$ cat src/rtl/dac_xfer_pkg.sv
package dac_xfer_pkg;

    parameter int DW     = 12;   // converter sample width
    parameter int HW     = 16;   // halfword width of a view
    parameter int BW     = 8;    // byte width of the 8-bit view
    parameter int WORD_W = 32;   // write port width

    parameter int BASE_WR   = 1; // write-to-load latency, untriggered
    parameter int BASE_TRIG = 3; // trigger-to-load latency
    parameter int MAX_EXTRA = 2;
    parameter int MAX_GAP   = 7;

    localparam int MAX_SPAN = BASE_TRIG + MAX_EXTRA + MAX_GAP - 1;
    localparam int CNT_W    = $clog2(MAX_SPAN + 1);

    typedef enum logic [1:0] {
        VIEW_R12  = 2'b00,
        VIEW_L12  = 2'b01,
        VIEW_R8   = 2'b10,
        VIEW_RSVD = 2'b11
    } view_e;

    typedef enum logic [1:0] {
        HF_LOW  = 2'b00,
        HF_MID  = 2'b01,
        HF_HIGH = 2'b10,
        HF_RSVD = 2'b11
    } hf_e;

    typedef struct packed {
        logic          vld;
        logic [DW-1:0] val;
    } sample_t;

    function automatic int unsigned hf_extra(hf_e m);
        case (m)
            HF_LOW:  return 0;
            HF_MID:  return 1;
            default: return MAX_EXTRA;
        endcase
    endfunction

    function automatic int unsigned hf_gap(hf_e m);
        case (m)
            HF_LOW:  return 3;
            HF_MID:  return 5;
            default: return MAX_GAP;
        endcase
    endfunction

    function automatic logic [DW-1:0] apply_fmt(logic [DW-1:0] v, logic sgn);
        return v ^ {sgn, {(DW-1){1'b0}}};
    endfunction

endpackage

$ cat src/rtl/dac_hold_reg.sv
module dac_hold_reg
    import dac_xfer_pkg::*;
#(
    parameter int CH_SLOT = 0
) (
    input  logic              clk_i,
    input  logic              rst_i,
    input  logic              wr_en_i,
    input  logic [1:0]        wr_view_i,
    input  logic              wr_dual_i,
    input  logic [WORD_W-1:0] wr_data_i,
    output sample_t           wr_o,
    output logic [DW-1:0]     hold_o
);

    logic [HW-1:0] half_w;
    logic [BW-1:0] byte_w;
    view_e         view;

    always_comb begin
        view   = view_e'(wr_view_i);
        half_w = wr_dual_i ? wr_data_i[HW*CH_SLOT +: HW] : wr_data_i[HW-1:0];
        byte_w = wr_dual_i ? wr_data_i[BW*CH_SLOT +: BW] : wr_data_i[BW-1:0];
        wr_o.vld = wr_en_i && (view != VIEW_RSVD);
        case (view)
            VIEW_R12: wr_o.val = half_w[DW-1:0];
            VIEW_L12: wr_o.val = half_w[HW-1 -: DW];
            VIEW_R8:  wr_o.val = {byte_w, {(DW-BW){1'b0}}};
            default:  wr_o.val = '0;
        endcase
    end

    always_ff @(posedge clk_i) begin
        if (rst_i)
            hold_o <= '0;
        else if (wr_o.vld)
            hold_o <= wr_o.val;
    end

    // a reserved-view write leaves the holding register alone
    p_rsvd_view_r2: assert property (@(posedge clk_i) disable iff (rst_i)
        (wr_en_i && view == VIEW_RSVD) |=> $stable(hold_o));

endmodule

$ cat src/rtl/dac_xfer_timer.sv
module dac_xfer_timer
    import dac_xfer_pkg::*;
(
    input  logic       clk_i,
    input  logic       rst_i,
    input  logic       wr_ok_i,
    input  logic       trig_i,
    input  logic       trig_en_i,
    input  logic [1:0] hf_mode_i,
    output logic       accept_o,
    output logic       load_o,
    output logic       busy_o,
    output logic       viol_o
);

    hf_e              mode;
    logic [CNT_W-1:0] lat, span;
    logic [CNT_W-1:0] pend_q, busy_q;
    logic             start_req;

    always_comb begin
        mode      = hf_e'(hf_mode_i);
        lat       = CNT_W'(trig_en_i ? BASE_TRIG : BASE_WR) + CNT_W'(hf_extra(mode));
        span      = lat + CNT_W'(hf_gap(mode)) - CNT_W'(1);
        start_req = trig_en_i ? trig_i : wr_ok_i;
        busy_o    = (busy_q != '0);
        accept_o  = start_req && !busy_o;
        load_o    = (pend_q == CNT_W'(1));
    end

    always_ff @(posedge clk_i) begin
        if (rst_i) begin
            pend_q <= '0;
            busy_q <= '0;
            viol_o <= 1'b0;
        end else begin
            viol_o <= busy_o && (wr_ok_i || (trig_en_i && trig_i));
            if (accept_o) begin
                pend_q <= lat;
                busy_q <= span;
            end else begin
                if (pend_q != '0) pend_q <= pend_q - CNT_W'(1);
                if (busy_q != '0) busy_q <= busy_q - CNT_W'(1);
            end
        end
    end

    // an accepted request always opens a busy window
    p_busy_after_accept_r7: assert property (@(posedge clk_i) disable iff (rst_i)
        accept_o |=> busy_o);
    // the load lands inside the window it opened
    p_load_in_window_r4: assert property (@(posedge clk_i) disable iff (rst_i)
        load_o |-> busy_o);
    // a violation pulse only follows a busy cycle
    p_viol_after_busy_r8: assert property (@(posedge clk_i) disable iff (rst_i)
        viol_o |-> $past(busy_o));
    // idle with trigger mode off and no write stays idle, whatever trig does
    p_trig_ignored_r10: assert property (@(posedge clk_i) disable iff (rst_i)
        (!busy_o && !trig_en_i && !wr_ok_i) |=> !busy_o);

endmodule

$ cat src/rtl/dac_out_reg.sv
module dac_out_reg
    import dac_xfer_pkg::*;
(
    input  logic          clk_i,
    input  logic          rst_i,
    input  logic          accept_i,
    input  logic          load_i,
    input  logic [DW-1:0] src_i,
    input  logic          signed_i,
    output logic [DW-1:0] dout_o,
    output logic          upd_o
);

    logic [DW-1:0] snap_q;

    always_ff @(posedge clk_i) begin
        if (rst_i) begin
            snap_q <= '0;
            dout_o <= '0;
            upd_o  <= 1'b0;
        end else begin
            if (accept_i)
                snap_q <= apply_fmt(src_i, signed_i);
            upd_o <= load_i;
            if (load_i)
                dout_o <= snap_q;
        end
    end

    // the output register only moves together with its strobe
    p_dout_quiet_r11: assert property (@(posedge clk_i) disable iff (rst_i)
        !upd_o |-> $stable(dout_o));

endmodule

$ cat src/rtl/dac_hold_xfer.sv
module dac_hold_xfer
    import dac_xfer_pkg::*;
#(
    parameter int CH_SLOT = 0
) (
    input  logic              clk,
    input  logic              rst,
    input  logic              wr_en,
    input  logic [1:0]        wr_alias,
    input  logic              wr_dual,
    input  logic [WORD_W-1:0] wr_data,
    input  logic              trig_en,
    input  logic              trig,
    input  logic [1:0]        hf_mode,
    input  logic              signed_fmt,
    output logic [DW-1:0]     dout,
    output logic              dout_upd,
    output logic              busy,
    output logic              viol
);

    sample_t       wr_s;
    logic [DW-1:0] hold_v;
    logic [DW-1:0] src_v;
    logic          accept, load;

    dac_hold_reg #(.CH_SLOT(CH_SLOT)) u_hold (
        .clk_i     (clk),
        .rst_i     (rst),
        .wr_en_i   (wr_en),
        .wr_view_i (wr_alias),
        .wr_dual_i (wr_dual),
        .wr_data_i (wr_data),
        .wr_o      (wr_s),
        .hold_o    (hold_v)
    );

    dac_xfer_timer u_timer (
        .clk_i     (clk),
        .rst_i     (rst),
        .wr_ok_i   (wr_s.vld),
        .trig_i    (trig),
        .trig_en_i (trig_en),
        .hf_mode_i (hf_mode),
        .accept_o  (accept),
        .load_o    (load),
        .busy_o    (busy),
        .viol_o    (viol)
    );

    // untriggered transfers carry the word being written; triggered ones the stored word
    assign src_v = trig_en ? hold_v : wr_s.val;

    dac_out_reg u_out (
        .clk_i    (clk),
        .rst_i    (rst),
        .accept_i (accept),
        .load_i   (load),
        .src_i    (src_v),
        .signed_i (signed_fmt),
        .dout_o   (dout),
        .upd_o    (dout_upd)
    );

    // spacing of at least three cycles keeps the strobe to single pulses
    p_single_strobe_r4: assert property (@(posedge clk) disable iff (rst)
        dout_upd |=> !dout_upd);

endmodule

$ cat config.mk
export PLATFORM = sky130hd
export DESIGN_NAME = dac_hold_xfer
export DESIGN_NICKNAME = d
export VERILOG_FILES = /design/src/rtl/dac_xfer_pkg.sv /design/src/rtl/dac_hold_reg.sv /design/src/rtl/dac_xfer_timer.sv /design/src/rtl/dac_out_reg.sv /design/src/rtl/dac_hold_xfer.sv
export SDC_FILE = /design/constraint.sdc
export NUM_CORES = 1
export LEC_CHECK = 0
export ABC_CLOCK_PERIOD_IN_PS = 1900
export BUFFER_PORTS_ARGS = -buffer_cell sky130_fd_sc_hd__buf_2
export CORE_MARGIN = 3
export CORE_UTILIZATION = 53
export DETAILED_ROUTE_END_ITERATION = 8
export GPL_ROUTABILITY_DRIVEN = 1
export PLACE_DENSITY = 0.9
export SYNTH_ARGS = -nofsm -noshare
export SYNTH_HDL_FRONTEND = slang
export SYNTH_SLANG_ARGS = --single-unit
$ cat constraint.sdc
create_clock -name clk -period 1.9 [get_ports clk]
set_input_delay 0.38 -clock clk [delete_from_list [all_inputs] [get_ports clk]]
set_output_delay 0.38 -clock clk [all_outputs]
set_load 0.02 [all_outputs]
* After elaboration in Yosys (flattened, before gate mapping)
Index checks and enable logic that the tools add are counted.
W data, S select, Z words.
** Storage, ports and cells
- Register bits :: 46
- Input port bits :: 43
- Output and inout port bits :: 15
- Logic and storage cells :: 40
** Cells by class
- $add $sub $neg :: 5
- Equal/unequal tests :: 5
- Multiplexer cells :: 10
- Bitwise logic cells :: 1
- Reductions and logical operators :: 12
** Operators with widths (count)
- $pmux W12 S3 :: 1
- $mux W4 :: 4
- $mux W12 :: 1
- $sub A4 B1 Y4 const B :: 3
- $xor A12 B12 Y12 :: 1
- $reduce_bool A4 Y1 :: 2
- $pmux W3 S2 :: 1
- $add A4 B2 Y4 :: 1
- $add A4 B3 Y4 :: 1
- $eq A2 B1 Y1 const B :: 2
- $eq A4 B1 Y1 const B :: 1
- $logic_and A1 B1 Y1 :: 4
- $logic_not A2 Y1 :: 2
- $pmux W2 S2 :: 1
- $reduce_bool A2 Y1 :: 2
- $eq A2 B2 Y1 const B :: 1
- $mux W2 :: 1
- $ne A2 B2 Y1 const B :: 1
- $logic_not A1 Y1 :: 1
- $logic_or A1 B1 Y1 :: 1
- $mux W1 :: 1

* Logic depth before layout (Yosys ltp)
Gate-level depths: netlist (run 1).
- Word-level depth :: 6
- Mapped depth :: 7
- Gate-level depth less buffers :: 7

* Modules after synthesis
Synthesis (run 1) repeated with hierarchy kept, for this count alone.
** Second synthesis, totals
- Cell total of the unflattened synthesis :: 256
- Area total of the unflattened synthesis :: 2507.4 um2
** By module, submodules not included
- dac_out_reg :: times used 1, cells each 82, area an instance 928.4 um2, seq. area each 500.5 um2
- dac_hold_reg :: times used 1, cells each 92, area an instance 754.5 um2, seq. area each 240.2 um2
- dac_xfer_timer :: times used 1, cells each 69, area an instance 640.6 um2, seq. area each 180.2 um2
- dac_hold_xfer :: times used 1, cells each 13, area an instance 183.9 um2, seq. area each 0.0 um2

* Worst setup path before layout (run 1)
No wires, ideal clock.
- Path kind :: input-to-reg
- Start point :: input hf_mode[1]
- End point :: register u_timer.busy_q[2]
- Library setup time :: 0.079 ns
- Arrival time :: 1.652 ns
- Required time :: 1.821 ns
- Setup slack :: 0.168 ns
- Stages on the path :: 7
- Path buffers :: 0
- Path through :: nand2b_1 -> inv_1 -> fa_1 -> ha_1 -> xor2_1 -> a21oi_2 -> a211oi_2
** Between the ends
- Cells in the longest elaborated chain, start to end :: 6
- Elaborated cells between the ends (all ways) :: 8
- Those cells by class :: add/sub (3); eq/ne (1); mux (3); reduce/logical (1)
** Ends and longest elaborated chain
- from (decl) :: line dac_hold_xfer.sv:14 : input logic [1:0] hf_mode,
- $eq A2 B1 Y1 or $logic_not A2 Y1 (tied branches) :: line dac_xfer_pkg.sv:36, dac_xfer_pkg.sv:44
- $pmux W2 S2 :: line dac_xfer_pkg.sv:36 : case (m)
- $add A4 B2 Y4 :: line dac_xfer_timer.sv:23 : lat = CNT_W'(trig_en_i ? BASE_TRIG : BASE_WR) + CNT_W'(hf_extra(mode));
- $add A4 B3 Y4 (*) :: line dac_xfer_timer.sv:24 : span = lat + CNT_W'(hf_gap(mode)) - CNT_W'(1);
- $sub A4 B1 Y4 (*) :: line dac_xfer_timer.sv:24
- $mux W4 (*) :: line dac_xfer_timer.sv:38 : if (accept_o) begin
- to (signal assigned) :: line dac_xfer_timer.sv:40 : busy_q <= span;
- to (signal assigned) :: line dac_xfer_timer.sv:43 : if (busy_q != '0) busy_q <= busy_q - CNT_W'(1);
- to (decl) :: line dac_xfer_timer.sv:18 : logic [CNT_W-1:0] pend_q, busy_q;
Every way passes the cells marked *; elsewhere a longest branch is shown, timed or not.
A chain may end at the register's enable or synchronous reset.

* Worst setup path after layout (run 1)
- Start point :: register u_timer.busy_q[1]
- End point :: output busy
** Between the ends
- Cells in the longest elaborated chain, start to end :: 1
** Ends and longest elaborated chain
- $reduce_bool A4 Y1 :: line dac_xfer_timer.sv:26 : busy_o = (busy_q != '0);
- to (decl) :: line dac_hold_xfer.sv:18 : output logic busy,
No other way between the ends.

==> results of run 1 <==
[layer usage]
metal	track usage	vias up	share of wire
met5	0	-	0
met4	0.0877	0	0.023
met1	0.272	950	0.45
met2	0.348	71	0.47
li1	-	1049	-
met3	0.0471	10	0.060
[state kept, by name (all words and copies together), names as in the netlist]
| name | flops |
|---|---|
| u_out.dout_o | 12 |
| u_timer.viol_o | 1 |
| u_out.snap_q | 12 |
| u_out.upd_o | 1 |
| u_timer.pend_q | 4 |
| u_timer.busy_q | 4 |
| u_hold.hold_o | 12 |
[logic make-up after synthesis]
kind of cell,Yosys count,synth area share
flops,46,0.395
simple gates,86,0.166
mux,13,0.0558
buf+inv,28,0.0622
fa+ha+maj,9,0.0515
compound gates,89,0.251
xor+xnor,5,0.0188
[stage by stage]
step           utilization  instance area [um2]
5_1_grt              0.664                 2730
3_3_place_gp         0.635                 2610
2_1_floorplan            -                 2330
3_5_place_dp         0.635                 2610
4_1_cts              0.661                 2720
6_report             0.664                 2730
[area by class of cell]
type	instances	area [um2]	share of cell area
multi-input combinational	202	1270	0.465
tap	50	62.6	0.0229
clock buffer	6	72.6	0.0266
inverter	8	30.0	0.0110
timing repair buffer	54	337	0.123
clock inverter	2	37.5	0.0137
sequential	46	922	0.338
[repair_timing]
action / CTS / global route
resized for setup: 0 / 5
setup buffers: 0 / 0
hold buffers: 0 / 0
setup endpoints to repair: 0 / 14
[critical path, stage by stage (launching register included)]
cell and delay [ps]:
dfxtp_1 370, inv_1 80, ha_1 190, and2_1 160
inv_2 80, buf_6 120, buf_4 140
[cell usage in the layout (no fill, tap or decap), drive strengths merged, types with 2 or more instances in the layout]
master,count
dfxtp,46
a21boi,2
clkbuf,6
inv,8
and2,3
nand3b,4
xor2,2
buf,54
mux2i,13
nand2,45
a22oi,7
nor2,12
a21o,2
nand3,4
a211oi,15
o21ai,11
xnor2,3
nor3,12
ha,8
a31oi,3
a21oi,45
or3,2
[how the worst max path moves through the flow]
stage / slack (ps) / to
after floorplan: 170 / u_timer.busy_q[2]
after global placement: -2 / u_timer.busy_q[2]
after detailed placement: -70 / u_timer.busy_q[2]
after CTS: 9 / u_out.snap_q[11]
after global routing: -9 / busy
final: 70 / busy
[power by group]
group / internal [mW] / switching [mW] / leakage [nW]
sequential: 1.15 / 0.115 / 0.376
combinational: 0.512 / 0.749 / 0.679
clock: 0.393 / 0.332 / 0.0514
==> metrics.cfg, run 1 <==
[status]
outcome = complete, no violations

[timing]
fin_skew_ps = 3.65
final_hold_viol_count = 0
slew_headroom = 0.608
fmax_ghz = 0.547
final-setup-viol-count = 0
period_share = 0.962
tns_ps = 0
tightest_slew_ps = 587
final_max_slew_viol_count = 0
holdWs_ps = 388
setup_slack_ps = 71.8
layout_min_cycle_time_ps = 1830

[finish]
final_nets = 369
n_antenna_cell = 0
syn2layout_area_growth_pct = 17.1
layout.cells.non_filler = 368
n_fill_cell = 343
drive_gt1_frac = 0.242

[critical_path]
rr_worst_depth = 6
worst_setup_path_start_kind = flip-flop
rrSetupSlack_ps = 240
critPathCaptureType = output pin
timing.rr.start = u_timer.pend_q[1]
cp.arrival_ps = 1450
cp-startpoint = u_timer.busy_q[1]
crit_type = flip-flop to output pin
required_ps = 1520
r2r-end = u_timer.pend_q[1]
crit_path_max_fanout = 7

[clock_network]
clk_root_buffer_cell = clkbuf_8
htreeDepth = 2
cts_tree = done
clockBufferDepth = 2
clk_pin_slew_worst_paths_ps = 80
clk_latency_ps = 300
clock-sinks = 46
cts_made_buffers = 5

[worst_hold_path]
holdPathEnd = u_out.snap_q[11]
hp-start = signed_fmt
min_path_cells = 3
hold_path.class = input port to flip-flop

[synth]
syn_area_per_cell_um2 = 8.45
async_flop_share = 0
synth_top_area_share = 0.395
netlist_instances = 276
syn_area_um2 = 2330
synth_area_leaders = dfxtp_1 (39%), a21oi_1 (9.4%), nand2_1 (7.2%), mux2i_1 (5.6%), ha_1 (4.3%)
synth_flop_cell = dfxtp_1
synth_cell_types = 39
synth_commonest_cells = dfxtp_1 (46), nand2_1 (45), a21oi_1 (44)
syn_nets = 328
seq_area_frac_synth = 0.395
ys_ff_latch = 46
synth.most_common_cell = dfxtp_1
yosys.area.top_type = dfxtp_1
yosysWarnings = 0
synth_edf_count = 0

[placed_design]
routabilityCongestion = 0.781
portBuffers = 40
post-place-ws_ps = -70.3
hpwl_um = 3650
dp_cells = 360

[die]
die_h_um = 72.4
rows = 23
pin_count = 58
core-area_um2 = 4120
die_area_um2 = 5240
die_w_um = 72.4
initial_core_util = 0.567

[routing]
ant_nets = 0
vias_per_cell = 5.65
drt_first_iter_violations = 120
wl_per_cell_um = 14.1
drc_errors = 0
vias = 2080
drt_wl_total_um = 5190
dr.pass1.iters = 4

[grt]
antenna_found_initial = 0
grt_pass1_wl_um = 8910
first_global_vias = 1998
grt_max_degree = 30
grt_remaining_overflow = 0
grtUsageTotal = 0.213

[pwr]
p_total_mw = 3.25
ir_drop_mv = 0.614
leakage_nw = 1.11
power.density_nw_per_um2 = 1190

[run]
maxCapViolCount = 0

(Power assumes the default switching activity.)
==> inputs of run 2 (changes only) <==
- ABC_AREA: unset -> 1
- CORE_UTILIZATION: 53 -> 52
- PLACE_DENSITY: 0.9 -> 0.89
==> metrics.cfg, run 2 <==
[timing]
final_hold_viol_count = 0
fmax_ghz = 0.597
setup_slack_ps = 226
period_share = 0.881
tightest_slew_ps = 396
final-setup-viol-count = 0
tns_ps = 0
rsz0062_at_grt = no
layout_min_cycle_time_ps = 1670
slew_headroom = 0.735
fin_skew_ps = 6.79
final_max_slew_viol_count = 0

[run]
maxCapViolCount = 0

[synth]
synth_cell_types = 26
syn_area_um2 = 2280
synth_edf_count = 0
synth_simple_gate_area_frac = 0.346
syn_area_per_cell_um2 = 6.74
async_flop_share = 0
synth_flop_cell = dfxtp_1
ys_ff_latch = 46
synth_top_family_by_area = simple AND/OR/NAND/NOR gates
yosys.area.top_type = dfxtp_1
syn_nets = 390
synth.most_common_cell = nand2_1
yosys.area_share.xor_xnor = 0.0192
yosysWarnings = 0
synth_area_leaders = dfxtp_1 (40%), nand2_1 (19%), nor2_1 (9.1%), o21ai_0 (5.7%), ha_1 (4.4%)
synth_top_area_share = 0.404
netlist_instances = 338
synthAdderAreaFrac = 0.0527
synth_compound_area_frac = 0.113
seq_area_frac_synth = 0.404
synth_commonest_cells = nand2_1 (113), nor2_1 (55), dfxtp_1 (46)
synthMuxAreaShare = 0

[worst_hold_path]
hold_path.class = input port to flip-flop
hp-start = wr_data[3]

[die]
rows = 23
pin_count = 58
die_w_um = 72.2
initial_core_util = 0.554
die_h_um = 72.2
die_area_um2 = 5210
core-area_um2 = 4120

[routing]
vias_per_cell = 4.94
dr.pass1.iters = 4
drt_wl_total_um = 4750
vias = 2121
drc_errors = 0
drt_first_iter_violations = 101
wl_per_cell_um = 11.1
ant_nets = 0

[placed_design]
post-place-ws_ps = 138
routabilityCongestion = 0.825
portBuffers = 40
hpwl_um = 3620

[clock_network]
clk_root_buffer_cell = clkbuf_8
clockBufferDepth = 2
cts_tree = done
cts_hold_buf = 0
htreeDepth = 2
clock-sinks = 46
postCtsSetupRepairBufs = 0
cts_made_buffers = 5
clk_pin_slew_worst_paths_ps = 90
clk_latency_ps = 310
cts_resized = 0

[pwr]
switching_power_mw = 1.34
ir_drop_mv = 0.402
pwr-share-seq = 0.399
leakage_nw = 1.28
p_sw_frac = 0.407
clockPowerShare = 0.188
power.density_nw_per_um2 = 1260
internal_power_mw = 1.95
p_comb_frac = 0.413

[critical_path]
crit_path_max_fanout = 16
critPathCaptureType = flip-flop
cp-startpoint = u_timer.busy_q[0]
crit_type = flip-flop to flip-flop
timing.rr.start = u_timer.busy_q[0]
rrSetupSlack_ps = 230
cp.arrival_ps = 1870
required_ps = 2090
worst_setup_path_start_kind = flip-flop

[grt]
grt_remaining_overflow = 0
grtUsageTotal = 0.193
grt_pass1_wl_um = 7970
first_global_vias = 1873
grt_max_degree = 24
antenna_found_initial = 0

[status]
outcome = complete, no violations

[finish]
drive_gt1_frac = 0.169
final_core_util = 0.635
n_fill_cell = 372
final_nets = 430
mostFrequentLayoutCells = nand2_1 (113), nor2_1 (55), dfxtp_1 (46)
final_common_cell = nand2_1
n_antenna_cell = 0
syn2layout_area_growth_pct = 14.8
reg.largest.list = u_hold.hold_o x12, u_out.dout_o x12, u_out.snap_q x12

[run 2: changes by cell type in the layout (fill, tap and decap cells not counted), sizes merged, moves of 12 or more]
| cell | delta |
|---|---|
| a21oi | -30 |
| inv | +12 |
| o21ai | +16 |
| a211oi | -14 |
| nand3 | +16 |
| mux2i | -13 |
| nand2 | +71 |
| nor2 | +44 |
[run 2: logic make-up (layout without fill, tap and decap cells)]
family | after synthesis | after routing
buf+inv | 34 | 75
simple gates | 197 | 197
xor+xnor | 5 | 5
compound gates | 47 | 47
fa+ha+maj | 9 | 9
flops | 46 | 46
[run 2: layer usage]
metal  wire, um  up-vias  GRT usage  share of wire
met2       2100       76      0.308           0.44
met5          0        -          0              0
met3        343        9     0.0499          0.072
met1       2210      895      0.245           0.47
li1           -     1141          -              -
met4         93        0     0.0835          0.020
[run 2: final timing paths]
check | end | cells after the start
worst min-delay path | u_hold.hold_o[3] | 3
worst max-delay path | u_timer.pend_q[2] | 8
worst max register to register | u_timer.pend_q[2] | 8
worst min register to register | u_out.snap_q[6] | 2
[run 2: layout make-up]
cell class | instances | area, um2 | area share
multi-input cells | 258 | 1210 | 0.463
inverters | 20 | 76.3 | 0.0292
flip-flops and latches | 46 | 921 | 0.352
repair buffers | 47 | 253 | 0.0967
well taps | 50 | 62.6 | 0.0239
clock inverters | 3 | 23.8 | 0.00909
clock buffers | 5 | 68.8 | 0.0263
[run 2: per-stage QoR]
stage,instance area (um2),power (mW),hold WS [ps],std cells
after floorplan,2280,2.37,436,338
after global placement,2520,2.64,449,421
after detailed placement,2520,2.69,454,421
after CTS,2620,3.31,358,429
after global routing,2620,3.55,368,429
final,2620,3.29,368,429
[run 2: power groups by stage]
stage          Combinational, mW  Sequential (mW)  Clock, mW
2_1_floorplan              0.922             1.44          0
3_3_place_gp                1.32             1.32          0
3_5_place_dp                1.36             1.34          0
4_1_cts                     1.36             1.31      0.629
5_1_grt                     1.54             1.34      0.667
6_report                    1.36             1.31      0.617
[run 2: worst max-delay path: stages, from the launching register on]
cell and delay [ps]:
dfxtp_1 370, inv_1 90, ha_1 200, nand2_1 110, inv_1 150, nand2_4 140, clkinv_2 180, o21ai_0 260
nor2_1 80
